$ cat config.mk
export PLATFORM = sky130hd
export DESIGN_NAME = chain_timer_bank
export DESIGN_NICKNAME = d
export VERILOG_FILES = /design/src/rtl/tmr_pkg.sv /design/src/rtl/timer_channel.sv /design/src/rtl/timer_regs.sv /design/src/rtl/chain_timer_bank.sv
export SDC_FILE = /design/constraint.sdc
export NUM_CORES = 1
export LEC_CHECK = 0
export ABC_CLOCK_PERIOD_IN_PS = 4900
export BUFFER_PORTS_ARGS = -buffer_cell sky130_fd_sc_hd__clkbuf_2
export CORE_AREA = 5 5 140 209
export CTS_CLUSTER_DIAMETER = 60
export DETAILED_ROUTE_END_ITERATION = 10
export DIE_AREA = 0 0 145 214
export PLACE_DENSITY = 0.76
export SETUP_SLACK_MARGIN = 0.15
export SYNTH_ARGS = -nofsm -noshare
export SYNTH_HDL_FRONTEND = slang
export SYNTH_HIERARCHICAL = 1
export SYNTH_SLANG_ARGS = --single-unit
$ cat constraint.sdc
create_clock -name clk -period 4.9 [get_ports clk]
set_input_delay 0.245 -clock clk [delete_from_list [all_inputs] [get_ports clk]]
set_output_delay 0.245 -clock clk [all_outputs]
set_load 0.05 [all_outputs]
$ cat src/rtl/tmr_pkg.sv
package tmr_pkg;
  typedef struct packed {
    logic chain;
    logic evt_en;
    logic irq_en;
    logic cont;
  } tmr_ctrl_t;

  localparam logic [1:0] REG_CTRL   = 2'd0;
  localparam logic [1:0] REG_RELOAD = 2'd1;
  localparam logic [1:0] REG_CMD    = 2'd2;
  localparam logic [1:0] REG_COUNT  = 2'd3;
  localparam int CMD_START_BIT = 0;
  localparam int CMD_STOP_BIT  = 1;
endpackage

$ cat src/rtl/timer_channel.sv
module timer_channel #(
  parameter int CW = 16
) (
  input  logic          clk,
  input  logic          rst,
  input  logic          cont_i,
  input  logic          evt_en_i,
  input  logic          chained_i,
  input  logic          report_i,
  input  logic [CW-1:0] reload_i,
  input  logic          start_i,
  input  logic          stop_i,
  input  logic          lower_wrap_i,
  output logic [CW-1:0] count_o,
  output logic          running_o,
  output logic          wrap_o,
  output logic          expire_o,
  output logic          evt_o
);
  logic [CW-1:0] count_q;
  logic          running_q;
  logic          evt_q;
  logic          tick;
  logic          wrap;

  assign tick = running_q && (!chained_i || lower_wrap_i);
  assign wrap = tick && (count_q == '0);

  always_ff @(posedge clk) begin
    if (rst) begin
      count_q   <= '0;
      running_q <= 1'b0;
      evt_q     <= 1'b0;
    end else begin
      evt_q <= wrap && report_i && evt_en_i;
      if (stop_i) begin
        running_q <= 1'b0;
      end else if (start_i) begin
        running_q <= 1'b1;
        count_q   <= reload_i;
      end else if (tick) begin
        if (count_q == '0) begin
          if (cont_i) count_q <= reload_i;
          else        running_q <= 1'b0;
        end else begin
          count_q <= count_q - 1'b1;
        end
      end
    end
  end

  assign count_o   = count_q;
  assign running_o = running_q;
  assign wrap_o    = wrap;
  assign expire_o  = wrap && report_i;
  assign evt_o     = evt_q;

  assert_idle_hold_R9: assert property (@(posedge clk) disable iff (rst)
    (!running_q && (stop_i || !start_i)) |=> $stable(count_q));
  assert_stop_clears_R9: assert property (@(posedge clk) disable iff (rst)
    stop_i |=> !running_q);
  assert_single_stops_R3: assert property (@(posedge clk) disable iff (rst)
    (wrap && !cont_i && !start_i) |=> !running_q);
  assert_cont_reload_R4: assert property (@(posedge clk) disable iff (rst)
    (wrap && cont_i && !start_i && !stop_i) |=> (running_q && count_q == $past(reload_i)));
  assert_chain_gate_R10: assert property (@(posedge clk) disable iff (rst)
    (running_q && chained_i && !lower_wrap_i && !start_i && !stop_i) |=> $stable(count_q));
endmodule

$ cat src/rtl/timer_regs.sv
module timer_regs
  import tmr_pkg::*;
#(
  parameter int NCH = 6,
  parameter int CW  = 16,
  parameter int AW  = 5
) (
  input  logic            clk,
  input  logic            rst,
  input  logic            bus_we,
  input  logic [AW-1:0]   bus_addr,
  input  logic [CW-1:0]   bus_wdata,
  output logic [CW-1:0]   bus_rdata,
  output tmr_ctrl_t       ctrl_o   [NCH],
  output logic [CW-1:0]   reload_o [NCH],
  output logic [NCH-1:0]  start_o,
  output logic [NCH-1:0]  stop_o,
  input  logic [NCH-1:0]  irq_set_i,
  input  logic [NCH-1:0]  running_i,
  input  logic [CW-1:0]   count_i  [NCH],
  output logic [NCH-1:0]  status_o
);
  localparam int CHW = AW - 2;

  logic [CHW-1:0] ch_sel;
  logic [1:0]     reg_sel;
  logic           glb_sel;
  logic [NCH-1:0] clr_vec;
  logic [NCH-1:0] status_q;
  logic [CW-1:0]  rd_nxt;
  logic [CW-1:0]  rdata_q;
  tmr_ctrl_t      ctrl_q   [NCH];
  logic [CW-1:0]  reload_q [NCH];

  assign ch_sel  = bus_addr[AW-1:2];
  assign reg_sel = bus_addr[1:0];
  assign glb_sel = (ch_sel == CHW'(NCH));
  assign clr_vec = (bus_we && glb_sel && reg_sel == 2'd0) ? bus_wdata[NCH-1:0] : '0;

  for (genvar i = 0; i < NCH; i++) begin : g_chreg
    logic hit;
    assign hit = bus_we && (ch_sel == CHW'(i));
    always_ff @(posedge clk) begin
      if (rst) begin
        ctrl_q[i]   <= '0;
        reload_q[i] <= '0;
      end else begin
        if (hit && reg_sel == REG_CTRL)   ctrl_q[i]   <= tmr_ctrl_t'(bus_wdata[3:0]);
        if (hit && reg_sel == REG_RELOAD) reload_q[i] <= bus_wdata;
      end
    end
    assign start_o[i]  = hit && reg_sel == REG_CMD && bus_wdata[CMD_START_BIT];
    assign stop_o[i]   = hit && reg_sel == REG_CMD && bus_wdata[CMD_STOP_BIT];
    assign ctrl_o[i]   = ctrl_q[i];
    assign reload_o[i] = reload_q[i];
  end

  always_ff @(posedge clk) begin
    if (rst) status_q <= '0;
    else     status_q <= (status_q & ~clr_vec) | irq_set_i;
  end

  always_comb begin
    rd_nxt = '0;
    for (int i = 0; i < NCH; i++) begin
      if (ch_sel == CHW'(i)) begin
        case (reg_sel)
          REG_CTRL:   rd_nxt = CW'(ctrl_q[i]);
          REG_RELOAD: rd_nxt = reload_q[i];
          REG_COUNT:  rd_nxt = count_i[i];
          default:    rd_nxt = '0;
        endcase
      end
    end
    if (glb_sel) begin
      if (reg_sel == 2'd0)      rd_nxt = CW'(status_q);
      else if (reg_sel == 2'd1) rd_nxt = CW'(running_i);
    end
  end

  always_ff @(posedge clk) begin
    if (rst) rdata_q <= '0;
    else     rdata_q <= rd_nxt;
  end

  assign bus_rdata = rdata_q;
  assign status_o  = status_q;

  assert_w1c_R8: assert property (@(posedge clk) disable iff (rst)
    ((clr_vec & ~irq_set_i) != '0) |=> ((status_q & $past(clr_vec & ~irq_set_i)) == '0));
  assert_sticky_R6: assert property (@(posedge clk) disable iff (rst)
    (clr_vec == '0) |=> ((status_q & $past(status_q)) == $past(status_q)));
  assert_set_wins_R8: assert property (@(posedge clk) disable iff (rst)
    (irq_set_i != '0) |=> ((status_q & $past(irq_set_i)) == $past(irq_set_i)));
endmodule

$ cat src/rtl/chain_timer_bank.sv
module chain_timer_bank
  import tmr_pkg::*;
#(
  parameter int NCH = 6,
  parameter int CW  = 16,
  parameter int AW  = $clog2(NCH + 1) + 2
) (
  input  logic           clk,
  input  logic           rst,
  input  logic           bus_we,
  input  logic [AW-1:0]  bus_addr,
  input  logic [CW-1:0]  bus_wdata,
  output logic [CW-1:0]  bus_rdata,
  input  logic [NCH-1:0] start_evt_i,
  output logic [NCH-1:0] irq_o,
  output logic [NCH-1:0] evt_o
);
  tmr_ctrl_t      ctrl_w   [NCH];
  logic [CW-1:0]  reload_w [NCH];
  logic [CW-1:0]  count_w  [NCH];
  logic [NCH-1:0] sw_start, sw_stop, running_w, wrap_w, expire_w, irq_set_w;

  timer_regs #(.NCH(NCH), .CW(CW), .AW(AW)) regs_i (
    .clk       (clk),
    .rst       (rst),
    .bus_we    (bus_we),
    .bus_addr  (bus_addr),
    .bus_wdata (bus_wdata),
    .bus_rdata (bus_rdata),
    .ctrl_o    (ctrl_w),
    .reload_o  (reload_w),
    .start_o   (sw_start),
    .stop_o    (sw_stop),
    .irq_set_i (irq_set_w),
    .running_i (running_w),
    .count_i   (count_w),
    .status_o  (irq_o)
  );

  for (genvar i = 0; i < NCH; i++) begin : g_ch
    logic lower_wrap, chained, report;
    if (i == 0) begin : g_base
      assign lower_wrap = 1'b0;
      assign chained    = 1'b0;
    end else begin : g_linked
      assign lower_wrap = wrap_w[i-1];
      assign chained    = ctrl_w[i].chain;
    end
    if (i == NCH - 1) begin : g_top
      assign report = 1'b1;
    end else begin : g_mid
      assign report = !ctrl_w[i+1].chain;
    end

    timer_channel #(.CW(CW)) ch_i (
      .clk          (clk),
      .rst          (rst),
      .cont_i       (ctrl_w[i].cont),
      .evt_en_i     (ctrl_w[i].evt_en),
      .chained_i    (chained),
      .report_i     (report),
      .reload_i     (reload_w[i]),
      .start_i      (sw_start[i] | start_evt_i[i]),
      .stop_i       (sw_stop[i]),
      .lower_wrap_i (lower_wrap),
      .count_o      (count_w[i]),
      .running_o    (running_w[i]),
      .wrap_o       (wrap_w[i]),
      .expire_o     (expire_w[i]),
      .evt_o        (evt_o[i])
    );
    assign irq_set_w[i] = expire_w[i] && ctrl_w[i].irq_en;
  end
endmodule

Yosys cells after proc, flatten, opt, wreduce, memory -nomap -nowiden
Memories as Yosys holds them, arrays and structs flattened.
Cells that the tools add are included.

word-level totals
  RAM bits = 120
  register bits = 130
  bits of input ports = 30
  word-level logic and storage cells = 301
  memories kept = 2
  output and inout port bits = 28

operators by class
  reductions and logical operators = 112
  bitwise gates (word level) = 27
  muxes and demuxes = 114
  $add $sub $neg = 6
  eq/ne operators = 20

memory list
  name             words  bits a word  read ports  clocked after Yosys merged registers in  write ports  RTL line          source
  regs_i.reload_q  6      16           6           0                                        6            timer_regs.sv:33  logic [CW-1:0] reload_q [NCH];
  regs_i.ctrl_q    6      4            6           0                                        6            timer_regs.sv:32  tmr_ctrl_t ctrl_q [NCH];

operators with widths
  cell                                                   number
  two-way mux 16 bit                                     39
  case mux 16 bit (3 select lines)                       6
  zero test 16 bit                                       6
  subtractor 16 x 1 -> 16 bit, second input constant     6
  logical AND 1 bit                                      66
  two-way mux 1 bit                                      62
  AND reduction 3 bit                                    11
  two-way mux 4 bit                                      6
  nonzero test 2 bit                                     11
  inequality test 3 x 2 -> 1 bit, second input constant  6
  OR 1 bit                                               18
  OR reduction 2 bit                                     6
  inequality test 2 x 1 -> 1 bit, second input constant  5
  equality test 3 bit, second input constant             3
  bitwise AND 6 bit                                      1
  equality test 3 x 2 -> 1 bit, second input constant    2
  two-way mux 6 bit                                      1
  inverter 1 bit                                         6
  inverter 6 bit                                         1
  OR 6 bit                                               1
  zero test 1 bit                                        5
  logical OR 1 bit                                       5
  equality test 2 bit, second input constant             2
  equality test 3 x 1 -> 1 bit, second input constant    1
  3 further kinds                                        3

Depth between registers and ports, before layout
  word-level depth = 19
  mapped depth = 20
  gate-level depth less buffers = 19

Hierarchy
The synthesis kept the hierarchy.

modules (own cells, without submodules)
  module                             area an instance (um2)  seq. area each (um2)  instances  cells each
  timer_regs                         7,674.9                 4,043.9               1          652
  timer_channel at g_ch[0].ch_i ...  1,236.2                 360.3                 4          150
  timer_channel at g_ch[4].ch_i ...  1,260.0                 360.3                 2          150
  chain_timer_bank                   101.3                   0.0                   1          19

Least setup slack after synthesis
OpenSTA, ideal clock, no wires.

  path kind = flip-flop to flip-flop
  start = register g_ch[0].ch_i.count_q[0]
  end = register regs_i.status_q[5] (netlist: regs_i/status_o[5])
  path buffers = 1
  stages on the path, launching flop included = 21
  arrival time = 5,112 ps
  required time = 4,773 ps
  period minus slack after synthesis = 5,239 ps
  slack = -339 ps
  path through = dfxtp_1 -> inv_1 -> ha_1 -> nor4b_1 -> and4_4 -> buf_8 -> and2b_1 -> o21ai_0 -> and2b_1 -> o21ai_0 -> and2b_1 -> o21ai_0 -> and2b_1 -> o21ai_0 -> and2b_1 -> o21ai_0 -> and2b_1 -> and2_1 -> and2_1 -> a21oi_1 -> nor2_1

on the way
  cells in the longest elaborated chain, start to end = 19

RTL lines
  what                          RTL line                source
  from (decl)                   timer_channel.sv:20     logic [CW-1:0] count_q;
  from (signal assigned)        timer_channel.sv:40     count_q <= reload_i;
  from (signal assigned)        timer_channel.sv:43     if (cont_i) count_q <= reload_i;
  from (signal assigned)        timer_channel.sv:46     count_q <= count_q - 1'b1;
  zero test 16 bit              timer_channel.sv:27     assign wrap = tick && (count_q == '0);
  logical AND 1 bit             timer_channel.sv:27
  named net g_ch[1].lower_wrap  chain_timer_bank.sv:41  logic lower_wrap, chained, report;
  logical OR 1 bit              timer_channel.sv:26     assign tick = running_q && (!chained_i || lower_wrap_i);
  logical AND 1 bit             timer_channel.sv:26
  logical AND 1 bit             timer_channel.sv:27
  named net g_ch[2].lower_wrap  chain_timer_bank.sv:41
  logical OR 1 bit              timer_channel.sv:26
  [... 2 more ...]              n/a
  named net g_ch[3].lower_wrap  chain_timer_bank.sv:41
  [... 3 more ...]              n/a
  named net g_ch[4].lower_wrap  chain_timer_bank.sv:41
  [... 3 more ...]              n/a
  named net g_ch[5].lower_wrap  chain_timer_bank.sv:41
  logical OR 1 bit              timer_channel.sv:26
  logical AND 1 bit             timer_channel.sv:26
  logical AND 1 bit             timer_channel.sv:27
  named net wrap_w[5]           chain_timer_bank.sv:21  logic [NCH-1:0] sw_start, sw_stop, running_w, wrap_w, expire_w, irq_set_w;
  logical AND 1 bit             chain_timer_bank.sv:72  assign irq_set_w[i] = expire_w[i] && ctrl_w[i].irq_en;
  named net irq_set_w[5]        chain_timer_bank.sv:21
  OR 6 bit                      timer_regs.sv:60        else status_q <= (status_q & ~clr_vec) | irq_set_i;
  to (signal assigned)          timer_regs.sv:60
  to (decl)                     timer_regs.sv:29        logic [NCH-1:0] status_q;

The timed path passes the listed nets, and every way through them passes these cells.
A chain may end at the register's enable or synchronous reset.

Worst setup path after layout
Same ends and word-level chain as after synthesis.

==> impl_results.md <==
- Status: finished, final reports clean
- Critical path required time: 5.32 ns
- Total power: between 6 and 7 mW
- TritonRoute pass-1 iters: 6
- Max-cap violations: 0
- CTS Buffer Depth: 3
- CTS tree: done
- # rows: 74
- GRT Overall Usage: 29.81%
- Die ar.: 31030 um^2
- Routed WL per cell: 25.22 um
- Critical path class: register to register
- Most used cell, CP: and2b_1
- Worst Tran Pin Value: 0.9594 ns
- Hold slack: 0.1774 ns
- DP Wirelength: about 34000 um
- Synth unique cells: 75
- Vias after detailed routing: 13260
- Setup ws final: 0.4399 ns
- R2r worst-path depth: 20
- Predominant post-synthesis flop cell: dfxtp_1
- Die width: 145 um
- Worst Setup Start Kind: register
- Final TNS setup: 0 ns
- VDD IR max: 358.6 uV
- RR Endpoint: regs_i/status_o[5]
- Final setup viols: 0
- Fin. max-slew vios: 0
- Worst-path clk slew: 0.06 ns
- Seq cells post-synth: 250
- Top Ports: 58
- H-tree Lvls: 1
- Async set-reset flop share out of synthesis: 0%
- Gate count of the mapped netlist: about 1600
- Final hold vios: 0
- Via/cell ratio: slightly below 7
- CTS root buffer: clkbuf_16
- Setup Slack @ Placement: approximately 0.28 ns
- Crit path largest cell delay: 0.37 ns
- Largest fanout on the critical path: 13
- Core area: 27130 um^2
- Share of cells above drive strength 1: 14.49%
- Slew HR: 36.04%
- Largest net degree at the start of global routing: 69
- Worst path depth: 20
- Worst path slowest cell: dfxtp_1
- Worst setup path endpoint: regs_i/status_o[5]
- Post-Syn Area: 15240 um^2
- CTS sink count: 250
- Period utilization: 91.02%
- Share of the yosys chip area belonging to registers: 40.72%
- P&R area growth vs syn: 7.323%
- CTS Buf Count: 27
- Nets: 1623
- Reg2reg start: g_ch[0].ch_i/count_o[0]
- FF-to-FF setup slack: approximately 0.44 ns
- DR DRC count: 0
- Fmax: ~0.22 GHz
- EDFF count, synth: 120
- Final weighted congestion in routability-driven placement: 1.013
- Hold Path Class: primary input to register
- Gr ovfl total: 0
- Initial Utilization: 56.18%
- CP delay by family, top: simple AND/OR/NAND/NOR gates
- Die Height: 214 um
- Arrival time worst endpoint: 4.88 ns
- Port Buffers: 57
- Antenna violations before repair: 5
- Most common cell after layout, fill and taps aside: and2_1
- Critical path origin: g_ch[0].ch_i/count_o[0]
- Final min period: between 4 and 5 ns
- Clock skew: 0.02374 ns
- CP Capture Type: register
- Synth warn: 6
- Crit path buffers/inverters: 2
- Leak pwr: 5.962 nW
- Critical-path cell list: inv_1, ha_1, nor4b_1, and4_4, and2b_1, o21ai_0, and2b_1, o21ai_2, and2b_1, o21ai_1, and2b_1, o21ai_1, buf_4, and2b_1, o21ai_1, and2b_1, and2_1, and2_1, a21oi_1, nor2_1
- Commonest cells after routing, fill and taps aside: and2_1, dfxtp_1, a21oi_1, edfxtp_1, inv_1
- Global-route wire length before repair: between 70000 and 80000 um
- Post-route ant nets: 0
- RSZ-0062 raised after global routing: false
- DRT Wirelength: 49060 um
- Skew-Pair Late Insertion Delay: 0.56 ns
- 1st-iter DRT viols: 1828
- P per Cell Area: 389.3 nW/um^2
- Post-CTS Hold Buffers: 0
- Vias in the first global route: ~13000
- Syn avg cell area: 9.701 um^2
layer usage:
| layer | vias up | GRT usage [%] | share of wire [%] | wire [um] |
|---|---|---|---|---|
| li1 | 5928 | - | - | - |
| met1 | 6373 | 38.19 | 37 | 18330 |
| met2 | 780 | 47.98 | 47 | 22840 |
| met3 | 177 | 4.313 | 9.4 | 4622 |
| met4 | 6 | 17.15 | 6.6 | 3223 |
| met5 | - | 0 | 0.096 | 47 |
how the worst min path moves through the flow:
stage | end | cells after the start | start
3_3_place_gp | g_ch[2].ch_i/count_o[14] | 2 | g_ch[2].ch_i/count_o[14]
3_5_place_dp | g_ch[4].ch_i/count_o[14] | 2 | g_ch[4].ch_i/count_o[14]
5_1_grt | regs_i/status_o[2] | 2 | rst
4_1_cts | regs_i/status_o[2] | 2 | rst
6_report | regs_i/status_o[2] | 2 | rst
2_1_floorplan | regs_i/status_o[0] | 3 | bus_wdata[0]
cell families (layout without fill, tap and decap cells):
| kind of cell | count (synthesis) | count (layout) | share of synthesized area, % |
|---|---|---|---|
| AND/OR/NAND/NOR | 563 | 563 | 22.20 |
| buffers and inverters | 211 | 240 | 7.701 |
| multiplexers | 102 | 102 | 7.175 |
| AO/OA/AOI/OAI | 431 | 431 | 21.17 |
| adder cells (fa/ha/maj) | 12 | 12 | 0.9851 |
| other | 2 | 5 | 0.04928 |
| flip-flops | 250 | 250 | 40.72 |
worst reg2reg max path: cells and delay by family (launching register included):
| family | cells | cell delay (ns) |
|---|---|---|
| AOI/OAI and AO/OA | 6 | 1.33 |
| DFF | 1 | 0.37 |
| and+or+nand+nor | 11 | 2.16 |
| buffers and inverters | 2 | 0.27 |
| adders and majority gates | 1 | 0.20 |
synth_stat cells (all sizes together), types with 4 or more instances:
master | count | area share (%)
a211oi | 24 | 1.2
a21o | 6 | 0.30
a21oi | 120 | 3.9
a221o | 20 | 1.3
a221oi | 33 | 3.2
a22oi | 13 | 0.64
a31o | 4 | 0.23
a31oi | 8 | 0.33
a32oi | 12 | 0.69
and2 | 141 | 5.8
and2b | 6 | 0.30
and3b | 7 | 0.40
and4 | 7 | 0.50
buf | 84 | 4.6
clkbuf | 22 | 0.54
dfxtp | 130 | 17
edfxtp | 120 | 24
ha | 12 | 0.99
inv | 105 | 2.6
mux2 | 28 | 2.1
mux2i | 71 | 4.7
nand2 | 64 | 1.6
nand2b | 15 | 0.65
nand3 | 46 | 1.7
nand3b | 7 | 0.34
nand4 | 14 | 0.57
nor2 | 104 | 2.9
nor2b | 22 | 0.90
nor3 | 46 | 1.7
nor4 | 32 | 2.3
nor4b | 18 | 1.1
o21a | 7 | 0.34
o21ai | 42 | 1.4
o21bai | 6 | 0.30
o22a | 9 | 0.52
o22ai | 29 | 1.2
o2bb2ai | 18 | 1.0
o311ai | 6 | 0.34
o31ai | 4 | 0.20
o32ai | 58 | 3.3
or2 | 16 | 0.69
or3 | 9 | 0.37
or3b | 4 | 0.23
cell type report:
class	instances	area (um^2)
Fill cell	2292	10770
Sequential cell	250	6206
Timing Repair Buffer	86	508.0
Inverter	105	394.1
Tap cell	342	427.9
Clock buffer	36	792.0
Clock inverter	13	153.9
Multi-Input combinational cell	1111	7870
Antenna cell	2	5.005
metrics by stage:
step | instances | util [%] | instance area [um^2]
2_1_floorplan | 1572 | - | 15240
3_3_place_gp | 1893 | 56.74 | 15390
3_5_place_dp | 1893 | 56.74 | 15390
4_1_cts | 1942 | 60.23 | 16340
5_1_grt | 1943 | 60.28 | 16350
6_report | 1945 | 60.29 | 16360
registers in the layout, indices dropped and copies added (netlist names):
register and cells:
g_ch.ch_i/evt_o 6, g_ch.ch_i/count_o 96, regs_i/status_o 6, g_ch.ch_i/running_o 6, regs_i/ctrl_q 24, regs_i/bus_rdata 16
regs_i/reload_q 96
what timing repair did:
action / CTS / global route
buffers inserted: 0 / 1
setup endpoints to repair: 0 / 17
gates resized for setup: 0 / 2
where the power goes:
| group | switching [mW] | internal [mW] | total [mW] |
|---|---|---|---|
| registers | 0.211 | 2.37 | 2.58 |
| clock network | 0.886 | 1.30 | 2.18 |
| logic | 1.03 | 0.573 | 1.60 |
Note: power is estimated with default switching activity, not from simulation.
